--- src/rtl/imul_pkg.sv ---
package imul_pkg;

  localparam int WORD_W    = 32;
  localparam int REG_IDX_W = 5;

  localparam logic [5:0] OPC_MULGRP = 6'b011100;
  localparam logic [4:0] SHAMT_ZERO = 5'b00000;
  localparam logic [5:0] FN_MULWORD = 6'b000010;

  typedef logic [REG_IDX_W-1:0] reg_idx_t;

  typedef struct packed {
    logic     hit;
    reg_idx_t rd;
  } mul_dec_t;

  typedef enum logic [2:0] {
    PP_ZERO = 3'd0,
    PP_POS1 = 3'd1,
    PP_POS2 = 3'd2,
    PP_NEG1 = 3'd3,
    PP_NEG2 = 3'd4
  } booth_sel_e;

  // Radix-4 recoding of a multiplier triplet {b(2i+1), b(2i), b(2i-1)}
  function automatic booth_sel_e booth_sel(input logic [2:0] trip);
    case (trip)
      3'b001, 3'b010: booth_sel = PP_POS1;
      3'b011:         booth_sel = PP_POS2;
      3'b100:         booth_sel = PP_NEG2;
      3'b101, 3'b110: booth_sel = PP_NEG1;
      default:        booth_sel = PP_ZERO;
    endcase
  endfunction

endpackage

--- src/rtl/imul_decode.sv ---
module imul_decode
  import imul_pkg::*;
(
  input  logic [5:0] opcode,
  input  logic [4:0] shamt,
  input  logic [5:0] funct,
  input  reg_idx_t   rd_field,
  output mul_dec_t   dec
);

  always_comb begin
    dec.hit = (opcode == OPC_MULGRP) && (shamt == SHAMT_ZERO) && (funct == FN_MULWORD);
    dec.rd  = rd_field;
  end

endmodule

--- src/rtl/imul_booth_core.sv ---
module imul_booth_core #(
  parameter int WORD = 32
) (
  input  logic            clk,
  input  logic            rst,
  input  logic            start,
  input  logic [WORD-1:0] mcand,
  input  logic [WORD-1:0] mplier,
  output logic            busy,
  output logic            last_step,
  output logic [WORD-1:0] prod_next
);
  import imul_pkg::*;

  localparam int DIGITS = WORD / 2;
  localparam int CNT_W  = $clog2(DIGITS);
  localparam logic [CNT_W-1:0] CNT_LAST = CNT_W'(DIGITS - 1);

  logic [WORD-1:0]  acc_q;
  logic [WORD-1:0]  mc_q;
  logic [WORD:0]    mq_q;
  logic [CNT_W-1:0] cnt_q;
  logic             busy_q;

  booth_sel_e       sel;
  logic [WORD-1:0]  pp;
  logic [WORD:0]    mq_shift;
  logic             rest_is_sign;

  always_comb begin
    sel = booth_sel(mq_q[2:0]);
    case (sel)
      PP_POS1: pp = mc_q;
      PP_POS2: pp = mc_q << 1;
      PP_NEG1: pp = -mc_q;
      PP_NEG2: pp = -(mc_q << 1);
      default: pp = '0;
    endcase
    mq_shift     = $signed(mq_q) >>> 2;
    rest_is_sign = (&mq_shift) | (~|mq_shift);
  end

  assign prod_next = acc_q + pp;
  assign last_step = busy_q && (rest_is_sign || (cnt_q == CNT_LAST));
  assign busy      = busy_q;

  always_ff @(posedge clk) begin
    if (rst) begin
      busy_q <= 1'b0;
      acc_q  <= '0;
      mc_q   <= '0;
      mq_q   <= '0;
      cnt_q  <= '0;
    end else if (start && !busy_q) begin
      busy_q <= 1'b1;
      acc_q  <= '0;
      mc_q   <= mcand;
      mq_q   <= {mplier, 1'b0};
      cnt_q  <= '0;
    end else if (busy_q) begin
      acc_q  <= prod_next;
      mc_q   <= mc_q << 2;
      mq_q   <= mq_shift;
      cnt_q  <= cnt_q + 1'b1;
      if (last_step) busy_q <= 1'b0;
    end
  end

endmodule

--- src/rtl/imul_hazard.sv ---
module imul_hazard #(
  parameter int REG_W = 5,
  parameter int PORTS = 2
) (
  input  logic                       clk,
  input  logic                       rst,
  input  logic                       start,
  input  logic [REG_W-1:0]           start_rd,
  input  logic                       finish,
  input  logic                       busy,
  input  logic [PORTS-1:0][REG_W-1:0] rd_addrs,
  output logic [REG_W-1:0]           tag,
  output logic                       stall
);

  logic [REG_W-1:0] tag_q;
  logic [PORTS-1:0] hit;

  always_ff @(posedge clk) begin
    if (rst)         tag_q <= '0;
    else if (start)  tag_q <= start_rd;
    else if (finish) tag_q <= '0;
  end

  for (genvar p = 0; p < PORTS; p++) begin : g_port
    assign hit[p] = (rd_addrs[p] == tag_q);
  end

  assign tag   = tag_q;
  assign stall = busy && (tag_q != '0) && (|hit);

endmodule

--- src/rtl/imul_unit.sv ---
module imul_unit #(
  parameter int XLEN = 32
) (
  input  logic            clk,
  input  logic            rst,
  input  logic            issue_valid,
  output logic            issue_ready,
  input  logic [31:0]     issue_instr,
  input  logic [XLEN-1:0] issue_rs_val,
  input  logic [XLEN-1:0] issue_rt_val,
  input  logic [4:0]      rd_addr_a,
  input  logic [4:0]      rd_addr_b,
  output logic            busy,
  output logic [4:0]      pending_rd,
  output logic            stall,
  output logic            wb_valid,
  output logic [4:0]      wb_rd,
  output logic [XLEN-1:0] wb_data,
  output logic            wb_undef
);
  import imul_pkg::*;

  mul_dec_t              dec;
  logic                  core_busy;
  logic                  last_step;
  logic [WORD_W-1:0]     prod_next;
  logic                  fire;
  logic [1:0][4:0]       rd_addrs;
  reg_idx_t              tag;
  logic                  rs_bad, rt_bad;
  logic                  undef_q;
  logic [XLEN-1:0]       wb_ext;

  logic                  wb_valid_q;
  reg_idx_t              wb_rd_q;
  logic [XLEN-1:0]       wb_data_q;
  logic                  wb_undef_q;

  imul_decode u_dec (
    .opcode   (issue_instr[31:26]),
    .shamt    (issue_instr[10:6]),
    .funct    (issue_instr[5:0]),
    .rd_field (issue_instr[15:11]),
    .dec      (dec)
  );

  assign fire = issue_valid && dec.hit && !core_busy;

  imul_booth_core #(.WORD(WORD_W)) u_core (
    .clk       (clk),
    .rst       (rst),
    .start     (fire),
    .mcand     (issue_rs_val[WORD_W-1:0]),
    .mplier    (issue_rt_val[WORD_W-1:0]),
    .busy      (core_busy),
    .last_step (last_step),
    .prod_next (prod_next)
  );

  assign rd_addrs = {rd_addr_b, rd_addr_a};

  imul_hazard #(.REG_W(REG_IDX_W), .PORTS(2)) u_haz (
    .clk      (clk),
    .rst      (rst),
    .start    (fire),
    .start_rd (dec.rd),
    .finish   (last_step),
    .busy     (core_busy),
    .rd_addrs (rd_addrs),
    .tag      (tag),
    .stall    (stall)
  );

  if (XLEN > WORD_W) begin : g_wide
    assign rs_bad = !((&issue_rs_val[XLEN-1:WORD_W-1]) || (~|issue_rs_val[XLEN-1:WORD_W-1]));
    assign rt_bad = !((&issue_rt_val[XLEN-1:WORD_W-1]) || (~|issue_rt_val[XLEN-1:WORD_W-1]));
    assign wb_ext = {{(XLEN-WORD_W){prod_next[WORD_W-1]}}, prod_next};
  end else begin : g_word
    assign rs_bad = 1'b0;
    assign rt_bad = 1'b0;
    assign wb_ext = prod_next;
  end

  always_ff @(posedge clk) begin
    if (rst)       undef_q <= 1'b0;
    else if (fire) undef_q <= rs_bad | rt_bad;
  end

  always_ff @(posedge clk) begin
    if (rst) begin
      wb_valid_q <= 1'b0;
      wb_rd_q    <= '0;
      wb_data_q  <= '0;
      wb_undef_q <= 1'b0;
    end else begin
      wb_valid_q <= last_step && (tag != '0);
      if (last_step) begin
        wb_rd_q    <= tag;
        wb_data_q  <= wb_ext;
        wb_undef_q <= undef_q;
      end
    end
  end

  assign issue_ready = !core_busy;
  assign busy        = core_busy;
  assign pending_rd  = tag;
  assign wb_valid    = wb_valid_q;
  assign wb_rd       = wb_rd_q;
  assign wb_data     = wb_data_q;
  assign wb_undef    = wb_undef_q & wb_valid_q;

endmodule

--- config.mk ---
export PLATFORM = sky130hd
export DESIGN_NAME = imul_unit
export DESIGN_NICKNAME = d
export VERILOG_FILES = /design/src/rtl/imul_pkg.sv /design/src/rtl/imul_decode.sv /design/src/rtl/imul_booth_core.sv /design/src/rtl/imul_hazard.sv /design/src/rtl/imul_unit.sv
export SDC_FILE = /design/constraint.sdc
export NUM_CORES = 1
export LEC_CHECK = 0
export ABC_CLOCK_PERIOD_IN_PS = 5900
export BUFFER_PORTS_ARGS = -buffer_cell sky130_fd_sc_hd__buf_2
export CAP_MARGIN = 20
export CORE_ASPECT_RATIO = 0.7
export CORE_MARGIN = 5
export CORE_UTILIZATION = 58
export DETAILED_ROUTE_END_ITERATION = 10
export PLACE_DENSITY = 0.8
export SYNTH_ARGS = -nofsm -noshare
export SYNTH_HDL_FRONTEND = slang
export SYNTH_SLANG_ARGS = --single-unit
--- constraint.sdc ---
create_clock -name clk -period 5.9 [get_ports clk]
set_input_delay 0.295 -clock clk [delete_from_list [all_inputs] [get_ports clk]]
set_output_delay 0.295 -clock clk [all_outputs]
set_load 0.01 [all_outputs]
== Word-level counts from Yosys, hierarchy flattened ==
Index checks and enable logic that the tools add are counted.

* $add $sub $neg: 4
* Equal/unequal tests: 15
* Mux-type cells: 11
* Bitwise logic cells: 1
* Reductions and logical operators: 22

{| class="wikitable"
|+ Operators with widths
! cell !! number
|-
| 32-bit case mux with 4 select lines || 1
|-
| 32-bit two-way mux || 3
|-
| 32-bit negator || 2
|-
| 33-bit two-way mux || 1
|-
| 32-bit adder || 1
|-
| 31-bit AND reduction || 1
|-
| 31-bit OR reduction || 1
|-
| 3-bit by 2-bit == test with 1-bit output, second input constant || 4
|-
| 3-bit == test, second input constant || 4
|-
| 3-bit case mux with 4 select lines || 1
|-
| 5-bit == test || 2
|-
| 5-bit two-way mux || 2
|-
| 1-bit logical AND || 9
|-
| 2-bit OR reduction || 4
|-
| 3-bit by 1-bit == test with 1-bit output, second input constant || 2
|-
| 6-bit by 2-bit == test with 1-bit output, second input constant || 1
|-
| 6-bit by 5-bit == test with 1-bit output, second input constant || 1
|-
| 5-bit logical NOT || 1
|-
| 5-bit nonzero test || 1
|-
| 4-bit by 1-bit adder with 4-bit output, second input constant || 1
|-
| 4-bit == test, second input constant || 1
|-
| 2-bit nonzero test || 2
|-
| 1-bit two-way mux || 3
|-
| 1-bit logical NOT || 2
|-
| 2 further kinds || 2
|}

* Register bits after elaboration: 145
* Bits of input ports: 109
* Word-level logic and storage cells: 64

== Logic depth before layout (Yosys ltp) ==
* Depth in word-level cells: 8
* Depth in mapped cells: 21
* Gate-level depth less buffers: 20

== Modules after synthesis ==
A second synthesis with hierarchy kept.

* Cells, all modules: 1219
* Area total of the unflattened synthesis: 9634.2 um2

{| class="wikitable"
|+ By module, submodules not included
! module !! times used !! cells an instance !! area each (um2) !! sequential area each (um2)
|-
| imul_booth_core || 1 || 1042 || 7838.8 || 2042.0
|-
| imul_unit || 1 || 128 || 1377.6 || 760.7
|-
| imul_hazard || 1 || 38 || 310.3 || 100.1
|-
| imul_decode || 1 || 11 || 107.6 || 0.0
|}

== Worst setup path after synthesis ==
No wires, ideal clock.

* Path type: reg-to-reg
* From: register u_core.mc_q[5]
* To: register u_core.acc_q[26]
* Data arrival time: 4.101 ns
* Data required time: 5.773 ns
* Path slack: 1.672 ns
* Cell stages (with the launch flop): 19
* Path buffers: 2
* Period minus slack after synthesis: 4.228 ns
* Path through: dfxtp_1 -> buf_6 -> or4_1 -> or2_0 -> clkbuf_2 -> o21ai_0 -> xnor2_1 -> a211oi_1 -> o21ai_0 -> ha_1 -> a21o_1 -> a21oi_1 -> o21ai_0 -> a221oi_1 -> o21ai_0 -> a21oi_1 -> nor2_1 -> mux2i_1 -> or3_1

* Word-level cells in the longest chain between the ends: 3
* Elaborated cells between the ends (all ways): 4
* Classes of those cells: add/sub: 3; mux: 1

{| class="wikitable"
|+ Ends and longest elaborated chain
! what !! line !! RTL
|-
| from (decl) || imul_booth_core.sv:20 || <nowiki>logic [WORD-1:0] mc_q;</nowiki>
|-
| from (signal assigned) || imul_booth_core.sv:57 || <nowiki>mc_q <= mcand;</nowiki>
|-
| from (signal assigned) || imul_booth_core.sv:62 || <nowiki>mc_q <= mc_q << 2;</nowiki>
|-
| 32-bit negator, on equally long branches || imul_booth_core.sv:35, imul_booth_core.sv:36 ||
|-
| 32-bit case mux with 4 select lines * || imul_booth_core.sv:32 || <nowiki>case (sel)</nowiki>
|-
| 32-bit adder * || imul_booth_core.sv:43 || <nowiki>assign prod_next = acc_q + pp;</nowiki>
|-
| to (signal assigned) || imul_booth_core.sv:61 || <nowiki>acc_q <= prod_next;</nowiki>
|-
| to (decl) || imul_booth_core.sv:19 || <nowiki>logic [WORD-1:0] acc_q;</nowiki>
|}

Mark *: on every way between the ends. The rest lies on a longest branch, timed or not.
A chain may end at the register's enable or synchronous reset.

== Worst setup path in the final report ==
* From: register u_core.mq_q[1]
* To: register u_core.acc_q[26]

* Word-level cells in the longest chain between the ends: 6
* Elaborated cells between the ends (all ways): 15
* Classes of those cells: add/sub: 1; eq/ne: 10; mux: 2; reduce/logical: 2

{| class="wikitable"
|+ Ends and longest elaborated chain
! what !! line !! RTL
|-
| from (decl) || imul_booth_core.sv:21 || <nowiki>logic [WORD:0] mq_q;</nowiki>
|-
| from (signal assigned) || imul_booth_core.sv:58 || <nowiki>mq_q <= {mplier, 1'b0};</nowiki>
|-
| from (signal assigned) || imul_booth_core.sv:63 || <nowiki>mq_q <= mq_shift;</nowiki>
|-
| 3-bit == test (tied with other cells) || imul_pkg.sv:27 || <nowiki>case (trip)</nowiki>
|-
| 2-bit OR reduction || imul_pkg.sv:27 ||
|-
| 3-bit case mux with 4 select lines * || imul_pkg.sv:27 ||
|-
| 3-bit == test (tied with other cells) || imul_booth_core.sv:32 ||
|-
| 32-bit case mux with 4 select lines * || imul_booth_core.sv:32 ||
|-
| 32-bit adder * || imul_booth_core.sv:43 ||
|}

Marked as above.

==> impl_metrics.tcl <==
set metrics [dict create \
    mappedNetlistArea_sq_um 9560 \
    ys_types 61 \
    peakVddDrop_uv 149 \
    tns_ns 0 \
    root_buffer "clkbuf_16" \
    overflow 0 \
    period_needed_ns 5.17 \
    ys_seq_elements 145 \
    ant_nets 0 \
    fillCellCount 1435 \
    post_cts_resized 0 \
    clkLatencyLatePin_ns 0.43 \
    antenna_found_initial 0 \
    hold_viol_final 0 \
    dr.pass1.iters 6 \
    synth_cells 1266 \
    slew_violations 0 \
    utilization_pct 67.3 \
    grt_pass1_wl_mm 42.6 \
    placementRows 39 \
    syn_nets 1409 \
    placedInstanceArea_sq_um 10300 \
    post_drt_wl_per_cell_um 16.8 \
    drc 0 \
    setup_viol 0 \
    path_class "reg -> reg" \
    critPathMaxFanout 27 \
    netSwitchingFraction_pct 21.2 \
    place.gp.congestion 0.920 \
    cp-start-kind "flip-flop" \
    multi_input_area_sq_um 6230 \
    ys.flop_type "dfxtp_1" \
    io_buffers 144 \
    die_h_um 117 \
    synthToLayoutAreaGrowth_pct 14.4 \
    max_freq_mhz 193 \
    coreArea_sq_um 16200 \
    nets 1487 \
    final_area_sq_um 10900 \
    wirelength_mm 26.5 \
    maxCapViolCount 0 \
    syn_area_per_cell_sq_um 7.55 \
    rsz0062_at_grt "no" \
    die_w_um 163 \
    cts.clk_slew.worst_paths_ns 0.06 \
    start_util_pct 58.9 \
    ys_seq_area_share_pct 30.4 \
    p_int_mw 1.74 \
    fp.dieArea_sq_um 19200 \
    cp.required_ns 6.20 \
    p_sw_mw 0.469 \
    grt_max_degree 104 \
    top_level_ports 156 \
    skew_ns 0.00665 \
    end_kind "flip-flop" \
    num_antenna_cells 0 \
    outcome "complete, no violations" \
    hpwl_mm 18.6 \
    max-slew-margin-rel_pct 28.7 \
    synth_edf_count 0 \
    pwr-share-seq_pct 44.3 \
    cts_tree "built" \
    yosys_warnings 0 \
    cts_buffers 17 \
    hp-start "issue_instr[11]" \
    grt_pass1_vias 8376 \
    async_flop_share_pct 0 \
    clock_sinks 145 \
    ctsLongestPathBuffers 2 \
    powerDensity_nw_per_um2 202 \
    grt.total_usage_pct 26.8 \
    min_path_type "in -> reg" \
    power_frac_clock_pct 53.0 \
    seqCellArea_sq_um 2910 \
    routed_via_density 5.93 \
    r2r-start "u_core.mq_q[1]" \
    period_share_pct 87.6 \
    route.vias.total 9388 \
    hold_buffers 0 \
    arrival_ns 5.47 \
    worst_slew_pin_slew_ns 1.07 \
    drive_gt1_share_pct 15.0 \
    leakage_nw 4.42 \
    power_frac_comb_pct 2.6 \
    cp-startpoint "u_core.mq_q[1]" \
    post_cts_buffers 0 \
    cts_max_level 4 \
    drtIter0Drc 982 \
]
kinds of logic after synthesis:
family	count (synthesis)	synth area share [%]
AOI/OAI and AO/OA	297	18.7
DFF	145	30.4
xor gates and xnor gates	73	6.68
adders and majority gates	34	4.53
buffers and inverters	115	4.75
other	1	0.0392
and+or+nand+nor	490	23.3
muxes	111	11.6
power by group through the flow:
| stage | registers (mW) | logic, mW | clock network [mW] |
|---|---|---|---|
| finish | 0.978 | 0.0583 | 1.17 |
| global route | 0.978 | 0.0641 | 1.23 |
| CTS | 0.978 | 0.0584 | 1.18 |
| detailed placement | 1.00 | 0.0585 | 0 |
| global placement | 1.00 | 0.0576 | 0 |
| floorplan | 1.00 | 0.0213 | 0 |
registers in the layout, summed over array words and instances, names as in the netlist:
name	count
wb_rd	5
u_core.busy	1
u_core.acc_q	32
u_core.cnt_q	4
u_core.mq_q	33
u_haz.tag	5
wb_data	32
wb_valid	1
u_core.mc_q	32
path summary, 6_finish.rpt:
path / endpoint / slack [ns] / depth (start not counted)
max: u_core.acc_q[26] / 0.73 / 15
min: u_haz.tag[0] / 0.1 / 3
max reg2reg: u_core.acc_q[26] / 0.73 / 15
min reg2reg: wb_data[30] / 0.45 / 2
cell type report:
class                      instances  share of cell area [%]
clock inverter                    12                    1.65
multi-input combinational       1006                    56.9
sequential                       145                    26.6
clock buffer                      20                    4.17
tap                              225                    2.57
timing repair buffer             158                    7.57
inverter                          16                   0.549
placed cells by master (no fill, tap or decap), types with 19 or more instances in the layout:
master    synthesis  final
nor2_1          262    261
dfxtp_1         145    144
buf_2             7    143
a21oi_1         119    119
mux2i_1         111    111
nand2_1          71     71
o21ai_0          61     61
xnor2_1          50     50
ha_1             33     33
nor3_1           33     32
nand3_1          30     30
xor2_1           23     23
a211oi_1         19     19
critical path, cell delays in order (launching register included):
cell      delay, ns
dfxtp_1        0.74
clkinv_1       0.48
nand2_2        0.56
nor4_1         0.08
o21ai_0        0.17
o21ai_0        0.13
ha_1           0.38
a21o_1         0.23
a21oi_1        0.19
a21oi_1        0.12
a221oi_1       0.66
o21ai_0        0.25
a21oi_1        0.38
nor2_1         0.16
mux2i_1        0.14
or3_1          0.38
per-stage QoR:
stage               setup WS (ns)  total power [mW]  hold WS [ns]  std cells
finish                      0.730              2.21        0.0973       1582
global route                0.322              2.27         0.105       1582
CTS                         0.852              2.22        0.0889       1582
detailed placement          0.901              1.06         0.439       1550
global placement            0.923              1.06         0.430       1550
floorplan                    1.67              1.02         0.436       1266
cell usage after synthesis (12+ instances only):
library cell | n | area share, %
nand4_1 | 18 | 1.2
o211ai_1 | 12 | 0.94
a21oi_1 | 119 | 6.2
a21o_1 | 13 | 1.0
ha_1 | 33 | 4.3
clkbuf_1 | 80 | 3.1
dfxtp_1 | 145 | 30
nor4_1 | 14 | 0.92
nand2_1 | 71 | 2.8
a211oi_1 | 19 | 1.5
xnor2_1 | 50 | 4.6
o21ai_0 | 61 | 3.2
nor2_1 | 262 | 10
mux2i_1 | 111 | 12
inv_1 | 14 | 0.55
xor2_1 | 23 | 2.1
nor3_1 | 33 | 1.7
nand3_1 | 30 | 1.6
per-layer routing:
metal / up-vias / track usage, % / share of wire, %
met5: - / 0 / 0
met4: 0 / 4.98 / 1.0
met3: 33 / 6.03 / 9.1
met2: 383 / 39.6 / 43
met1: 4329 / 40.4 / 47
li1: 4643 / - / -
Power figures use the tool's default switching activity.
